File: config.mk
export PLATFORM = sky130hd
export DESIGN_NAME = timer_irq_router
export DESIGN_NICKNAME = d
export VERILOG_FILES = /design/src/rtl/tid_pkg.sv /design/src/rtl/tid_channel.sv /design/src/rtl/tid_msg_arb.sv /design/src/rtl/timer_irq_router.sv
export SDC_FILE = /design/constraint.sdc
export NUM_CORES = 1
export LEC_CHECK = 0
export ABC_AREA = 1
export BUFFER_PORTS_ARGS = -buffer_cell sky130_fd_sc_hd__buf_2
export CAP_MARGIN = 20
export CORE_ASPECT_RATIO = 1.1
export CORE_MARGIN = 10
export CORE_UTILIZATION = 52
export DETAILED_ROUTE_END_ITERATION = 7
export PLACE_DENSITY_LB_ADDON = 0.3
export SYNTH_ARGS = -nofsm -noshare
export SYNTH_HDL_FRONTEND = slang
export SYNTH_SLANG_ARGS = --single-unit
File: constraint.sdc
create_clock -name clk -period 1.9 [get_ports clk]
set_clock_uncertainty 0.15 [all_clocks]
set_input_delay 0.095 -clock clk [delete_from_list [all_inputs] [get_ports clk]]
set_output_delay 0.095 -clock clk [all_outputs]
set_load 0.03 [all_outputs]
File: src/rtl/tid_pkg.sv
package tid_pkg;

  localparam int ROUTE_W       = 5;
  localparam int CFG_W         = 32;
  localparam int MSG_W         = 64;
  localparam int CFG_TYPE_BIT  = 1;
  localparam int CFG_IE_BIT    = 2;
  localparam int CFG_ROUTE_LSB = 9;
  localparam int CFG_MSGEN_BIT = 14;

  typedef struct packed {
    logic               msg_en;
    logic [ROUTE_W-1:0] route;
    logic               ie;
    logic               level;
  } chan_cfg_t;

  function automatic logic [31:0] allowed_pins(input int pin_count);
    logic [31:0] m;
    if (pin_count >= 32)      m = 32'hFF00_0000;
    else if (pin_count >= 20) m = 32'h0000_000F << (pin_count - 4);
    else                      m = 32'h0;
    return m;
  endfunction

  function automatic chan_cfg_t unpack_cfg(input logic [CFG_W-1:0] w);
    chan_cfg_t c;
    c.msg_en = w[CFG_MSGEN_BIT];
    c.route  = w[CFG_ROUTE_LSB +: ROUTE_W];
    c.ie     = w[CFG_IE_BIT];
    c.level  = w[CFG_TYPE_BIT];
    return c;
  endfunction

endpackage

File: src/rtl/tid_channel.sv
module tid_channel
  import tid_pkg::*;
#(
  parameter logic [31:0] ALLOW_MASK  = 32'h0,
  parameter bit          MSG_CAPABLE = 1'b0
) (
  input  logic               clk,
  input  logic               rst_n,
  input  logic               fire_i,
  input  logic               cfg_we_i,
  input  logic [CFG_W-1:0]   cfg_wdata_i,
  input  logic               msg_we_i,
  input  logic [MSG_W-1:0]   msg_wdata_i,
  input  logic               sts_clr_i,
  output logic [ROUTE_W-1:0] pin_o,
  output logic               line_o,
  output logic               status_o,
  output logic               msg_req_o,
  output logic [MSG_W-1:0]   msg_word_o
);

  chan_cfg_t          cfg_q, cfg_new;
  logic               status_q, status_d;
  logic               pulse_q, pulse_d;
  logic [MSG_W-1:0]   msg_q;
  logic               msg_mode_cur, msg_mode_new;
  logic [ROUTE_W-1:0] pin_cur, pin_new;
  logic               fire_ok, pin_fire, set_lvl, cfg_clear;

  // sanitize the requested route against the allowed mask
  always_comb begin
    cfg_new = unpack_cfg(cfg_wdata_i);
    if (cfg_new.route != '0 && !ALLOW_MASK[cfg_new.route]) cfg_new.route = '0;
  end

  always_comb begin
    msg_mode_cur = MSG_CAPABLE && cfg_q.msg_en;
    msg_mode_new = MSG_CAPABLE && cfg_new.msg_en;
    pin_cur      = msg_mode_cur ? '0 : cfg_q.route;
    pin_new      = msg_mode_new ? '0 : cfg_new.route;
    fire_ok      = fire_i && cfg_q.ie;
    msg_req_o    = fire_ok && msg_mode_cur;
    pin_fire     = fire_ok && !msg_mode_cur && (pin_cur != '0);
    pulse_d      = pin_fire && !cfg_q.level;
    set_lvl      = pin_fire && cfg_q.level;
    cfg_clear    = cfg_we_i && ((pin_cur == '0) || !cfg_new.ie || msg_mode_new ||
                                !cfg_new.level || (pin_new != pin_cur));
    status_d     = ((status_q && !sts_clr_i) || set_lvl) && !cfg_clear;
  end

  always_ff @(posedge clk or negedge rst_n) begin
    if (!rst_n) begin
      cfg_q    <= '0;
      status_q <= 1'b0;
      pulse_q  <= 1'b0;
      msg_q    <= '0;
    end else begin
      if (cfg_we_i) cfg_q <= cfg_new;
      if (msg_we_i) msg_q <= msg_wdata_i;
      status_q <= status_d;
      pulse_q  <= pulse_d;
    end
  end

  assign pin_o      = pin_cur;
  assign line_o     = status_q | pulse_q;
  assign status_o   = status_q;
  assign msg_word_o = msg_q;

  assert_drop_disabled_R1: assert property (@(posedge clk) disable iff (!rst_n)
    (fire_i && !cfg_q.ie && !status_q && !msg_req_o) |=> (!pulse_q && !status_q));

  assert_route_allowed_R7: assert property (@(posedge clk) disable iff (!rst_n)
    (cfg_q.route != '0) |-> ALLOW_MASK[cfg_q.route]);

  assert_status_consistent_R8: assert property (@(posedge clk) disable iff (!rst_n)
    status_q |-> (cfg_q.level && cfg_q.ie && !msg_mode_cur && pin_cur != '0));

  assert_w1c_clears_R6: assert property (@(posedge clk) disable iff (!rst_n)
    (status_q && sts_clr_i && !fire_i) |=> !status_q);

endmodule

File: src/rtl/tid_msg_arb.sv
module tid_msg_arb
  import tid_pkg::*;
#(
  parameter int NCH = 8
) (
  input  logic                 clk,
  input  logic                 rst_n,
  input  logic [NCH-1:0]       req_i,
  input  logic [NCH*MSG_W-1:0] word_i,
  input  logic                 ready_i,
  output logic                 valid_o,
  output logic [31:0]          addr_o,
  output logic [31:0]          data_o
);

  logic [NCH-1:0]   pend_q, pend_d, take;
  logic [MSG_W-1:0] sel_word, word_q;
  logic             valid_q, valid_d, load;

  // lowest index wins
  always_comb begin
    take     = '0;
    sel_word = '0;
    for (int i = NCH - 1; i >= 0; i--) begin
      if (pend_q[i]) begin
        take     = '0;
        take[i]  = 1'b1;
        sel_word = word_i[i*MSG_W +: MSG_W];
      end
    end
  end

  always_comb begin
    load    = !valid_q || ready_i;
    valid_d = load ? (|pend_q) : valid_q;
    pend_d  = (pend_q & ~(load ? take : '0)) | req_i;
  end

  always_ff @(posedge clk or negedge rst_n) begin
    if (!rst_n) begin
      pend_q  <= '0;
      valid_q <= 1'b0;
      word_q  <= '0;
    end else begin
      pend_q  <= pend_d;
      valid_q <= valid_d;
      if (load && (|pend_q)) word_q <= sel_word;
    end
  end

  assign valid_o = valid_q;
  assign addr_o  = word_q[63:32];
  assign data_o  = word_q[31:0];

  assert_single_grant_R9: assert property (@(posedge clk) disable iff (!rst_n)
    $onehot0(take));

  assert_hold_until_accept_R9: assert property (@(posedge clk) disable iff (!rst_n)
    (valid_o && !ready_i) |=> (valid_o && $stable(addr_o) && $stable(data_o)));

endmodule

File: src/rtl/timer_irq_router.sv
module timer_irq_router
  import tid_pkg::*;
#(
  parameter int           NCH          = 8,
  parameter int           PIN_COUNT    = 24,
  parameter logic [NCH-1:0] MSG_CAP_MASK = 8'h0F
) (
  input  logic                   clk,
  input  logic                   rst_n,
  input  logic [NCH-1:0]         fire_i,
  input  logic [NCH-1:0]         cfg_we_i,
  input  logic [CFG_W-1:0]       cfg_wdata_i,
  input  logic [NCH-1:0]         msg_we_i,
  input  logic [MSG_W-1:0]       msg_wdata_i,
  input  logic [NCH-1:0]         sts_clr_i,
  output logic [NCH*ROUTE_W-1:0] irq_pin_o,
  output logic [NCH-1:0]         irq_line_o,
  output logic [NCH-1:0]         irq_status_o,
  output logic                   msg_valid_o,
  input  logic                   msg_ready_i,
  output logic [31:0]            msg_addr_o,
  output logic [31:0]            msg_data_o
);

  localparam logic [31:0] RESET_ALLOW = allowed_pins(PIN_COUNT);

  logic [NCH-1:0]       msg_req;
  logic [NCH*MSG_W-1:0] msg_words;

  for (genvar c = 0; c < NCH; c++) begin : g_chan
    tid_channel #(
      .ALLOW_MASK  (RESET_ALLOW),
      .MSG_CAPABLE (MSG_CAP_MASK[c])
    ) u_chan (
      .clk         (clk),
      .rst_n       (rst_n),
      .fire_i      (fire_i[c]),
      .cfg_we_i    (cfg_we_i[c]),
      .cfg_wdata_i (cfg_wdata_i),
      .msg_we_i    (msg_we_i[c]),
      .msg_wdata_i (msg_wdata_i),
      .sts_clr_i   (sts_clr_i[c]),
      .pin_o       (irq_pin_o[c*ROUTE_W +: ROUTE_W]),
      .line_o      (irq_line_o[c]),
      .status_o    (irq_status_o[c]),
      .msg_req_o   (msg_req[c]),
      .msg_word_o  (msg_words[c*MSG_W +: MSG_W])
    );
  end

  tid_msg_arb #(.NCH(NCH)) u_arb (
    .clk     (clk),
    .rst_n   (rst_n),
    .req_i   (msg_req),
    .word_i  (msg_words),
    .ready_i (msg_ready_i),
    .valid_o (msg_valid_o),
    .addr_o  (msg_addr_o),
    .data_o  (msg_data_o)
  );

  assert_msg_not_on_line_R2: assert property (@(posedge clk) disable iff (!rst_n)
    (msg_req != '0) |=> ((irq_line_o & $past(msg_req) & ~$past(irq_line_o)) == '0));

endmodule

==> impl_results.md <==
* Outcome: finished with violations
* Failing checks: negative hold slack
* Final Cycle Share at 98.7%
* Post-Place Cells at 4199
* Pins Over Slew Limit at 0
* Most instantiated cells after synthesis: nand2_1 (745), dfrtp_1 (661), inv_1 (457)
* Sequential Area at 16600 um2
* Area leader, netlist: dfrtp_1
* Cell Chain, Critical Path: nor3_2 > nand3_1 > nand3_2 > o22ai_1 > dlygate4sd3_1 > a21boi_1
* Max Fclk at 533 MHz
* Antenna violations before repair at 4
* Inserted Clock Buffers at 68
* RSZ-0062 raised after global routing: yes
* CTS tree: yes
* Crit path max-delay family: buffers and inverters
* Most frequent cell after synthesis: nand2_1
* Setup-failing EPs final at 0
* Row cnt at 92
* Worst IR drop on VDD at 702 uV
* Die ar. at 67600 um2
* First-pass DRT Iterations at 6
* Initial Util at 52.4%
* Static leakage at 17.7 nW
* Crit Path Class: reg -> reg
* Post-synth EDFFs at 0
* CP required at 2250 ps
* Total Wirelength at 84.0 mm
* Die X at 249 um
* Worst slew pin tran at 1040 ps
* Tot GR Track Use at 24.3%
* Post-Syn Area at 29900 um2
* Avg Cell Area, Syn at 8.83 um2
* Syn. warnings at 0
* M1 GR Usage at 32.4%
* Share of layout cells above drive strength 1 at 17.0%
* Later-pin clock latency in the skew report at 610 ps
* Post-synth top area share at 55.3%
* Clk buf depth at 3
* Initial DRC Count at 2076
* First-pass GRT wire length at 134 mm
* Avg WL per Cell at 18.6 um
* Max_cap viols at 0
* H-tree depth at 3
* Post-DRT Antenna Nets at 0
* Count of different cell masters after synthesis at 37
* GP Congestion at 0.872
* Seq cells post-synth at 661
* Vias/cell at 5.37
* Final Hold Viols at 3
* Final Critical Period at 1880 ps
* Vias in the first global route at 24300
* Clock Sink Count at 661
* Hold Path Class: in -> reg
* Hold WS at -75.1 ps
* Power consumption at 38.7 mW
* Layout net count at 3837
* Crit path max-delay cell type: dlygate4sd3_1
* Grt ovf at 0
* Fill cells at 4609
* Max incr delay on CP at 560 ps
* Hpwl dp at 52.1 mm
* M2 GR Usage at 39.3%
* Multi-input gate area at 10300 um2
* Power Dens Cells at 1070 nW/um2
* Seq/Total Area, Yosys at 55.3%
* Critical Path AT at 2220 ps
* Busiest layer in global routing: met2
* Root buffer cell: clkbuf_16
* Placement Cell Area at 32000 um2
* FFs w/ async S/R, synth at 100%
* Design area at 36200 um2
* Cells after Synth at 3390
* Buf/Inv on CP at 1
* Core Area at 57100 um2
* Layout area overhead at 20.9%
* Die Ht at 272 um
* Top_reg_cell synth: dfrtp_1
* Crit start category: register
* I/O pins at 252
* Via count at 24200
* CP Capture Type: register
* Fin cells at 4511
* Largest cells by area after synthesis: dfrtp_1 (55%), nand2_1 (9.3%), o21ai_0 (7.5%)
* IO Port Bufs at 227
* Slew HR at 30.3%
* Met3 Use GR at 4.71%
* Largest net degree at the start of global routing at 81
* DRC at 0
* Crit Path Max Fanout at 4
* Clock transition at path regs at 60 ps
* Synth Net Count at 3521
==> stage by stage <==
step	setup TNS [ps]	utilization (%)	worst slack (ps)
floorplan	0	-	203
global placement	0	56.0	117
detailed placement	0	56.0	53.2
CTS	0	62.9	9.27
global route	-73.6	63.4	-36.1
finish	0	63.4	24.0
==> power breakdown <==
| part | total [mW] | switching [mW] | leakage, nW | internal (mW) |
|---|---|---|---|---|
| clock | 13.2 | 5.46 | 1.08 | 7.73 |
| sequential | 16.8 | 0.870 | 8.03 | 15.9 |
| combinational | 8.72 | 5.79 | 8.61 | 2.94 |
==> state kept, by name, indices dropped and copies added (netlist names) <==
| name | cells |
|---|---|
| g_chan.u_chan.pin_o | 20 |
| g_chan.u_chan.msg_mode_cur | 4 |
| g_chan.u_chan.msg_word_o | 512 |
| g_chan.u_chan.cfg_q | 36 |
| u_arb.valid_o | 1 |
| g_chan.u_chan.pulse_q | 8 |
| u_arb.word_q | 64 |
| u_arb.pend_q | 8 |
| g_chan.u_chan.status_o | 8 |
==> worst paths after layout <==
path	startpoint	slack, ps	cells past startpoint	endpoint
worst min register to register	g_chan[1].u_chan.cfg_q[0]	270	1	g_chan[1].u_chan.pulse_q
max in group asynchronous	rst_n	1060	4	u_arb.word_q[52]
min in group asynchronous	rst_n	30	3	g_chan[1].u_chan.msg_word_o[5]
worst max-delay path	g_chan[5].u_chan.pin_o[3]	20	6	g_chan[5].u_chan.status_o
worst min-delay path	cfg_wdata_i[11]	-80	5	g_chan[7].u_chan.status_o
worst max register to register	g_chan[5].u_chan.pin_o[3]	20	6	g_chan[5].u_chan.status_o
==> worst reg2reg max path: stages (launching register included) <==
cell	delay [ps]
dfrtp_1	430
nor3_2	190
nand3_1	130
nand3_2	110
o22ai_1	70
dlygate4sd3_1	560
a21boi_1	130
==> area by class of cell <==
type	instances	area share, %
Timing Repair inverter	1	0.0138
Sequential cell	661	45.8
Multi-Input combinational cell	1985	28.5
Antenna cell	4	0.0277
Clock inverter	10	0.214
Tap cell	752	2.60
Inverter	469	4.92
Clock buffer	109	5.84
Timing Repair Buffer	520	12.1
==> cells in the final DEF, fill, tap and decap left out, drive strengths merged, types with 2 or more instances in the layout <==
cell type | synthesis | final
nor3 | 5 | 5
o2111ai | 9 | 9
o21ai | 451 | 451
inv | 465 | 464
o211ai | 11 | 11
nand3 | 82 | 82
or2 | 8 | 8
nand4 | 11 | 11
dfrtp | 661 | 661
nor2 | 182 | 182
dlygate4sd3 | 0 | 160
a221oi | 41 | 41
clkbuf | 158 | 114
diode | 0 | 4
o22ai | 70 | 70
a21oi | 165 | 165
clkinvlp | 0 | 2
a21boi | 4 | 4
nand2 | 748 | 748
mux2 | 139 | 139
o221ai | 39 | 39
clkinv | 4 | 13
buf | 117 | 354
xor2 | 15 | 15
nand3b | 3 | 3
==> cells by family (layout without fill, tap and decap cells) <==
kind of cell	count (synthesis)	in the layout	share of synthesized area, %
AND/OR/NAND/NOR	1040	1040	13.8
AO/OA/AOI/OAI	791	791	14.8
buffers and inverters	744	1109	10.5
flip-flops	661	661	55.3
multiplexers	139	139	5.23
XOR/XNOR	15	15	0.439
other	0	4	0
==> metal layers <==
layer | vias up | wire (um)
met2 | 812 | 39700
met5 | - | 0
met3 | 143 | 5770
met4 | 0 | 2200
met1 | 11800 | 36300
li1 | 11500 | -
==> timing repair <==
action | in CTS | in global routing
cloned | 0 | 3
gates resized for setup | 0 | 26
setup buffers | 0 | 19
hold endpoints to repair | 1256 | 6
setup endpoints to repair | 1 | 69
pin swaps | 2 | 7
hold buffers | 169 | 1
(Power assumes the default switching activity.)
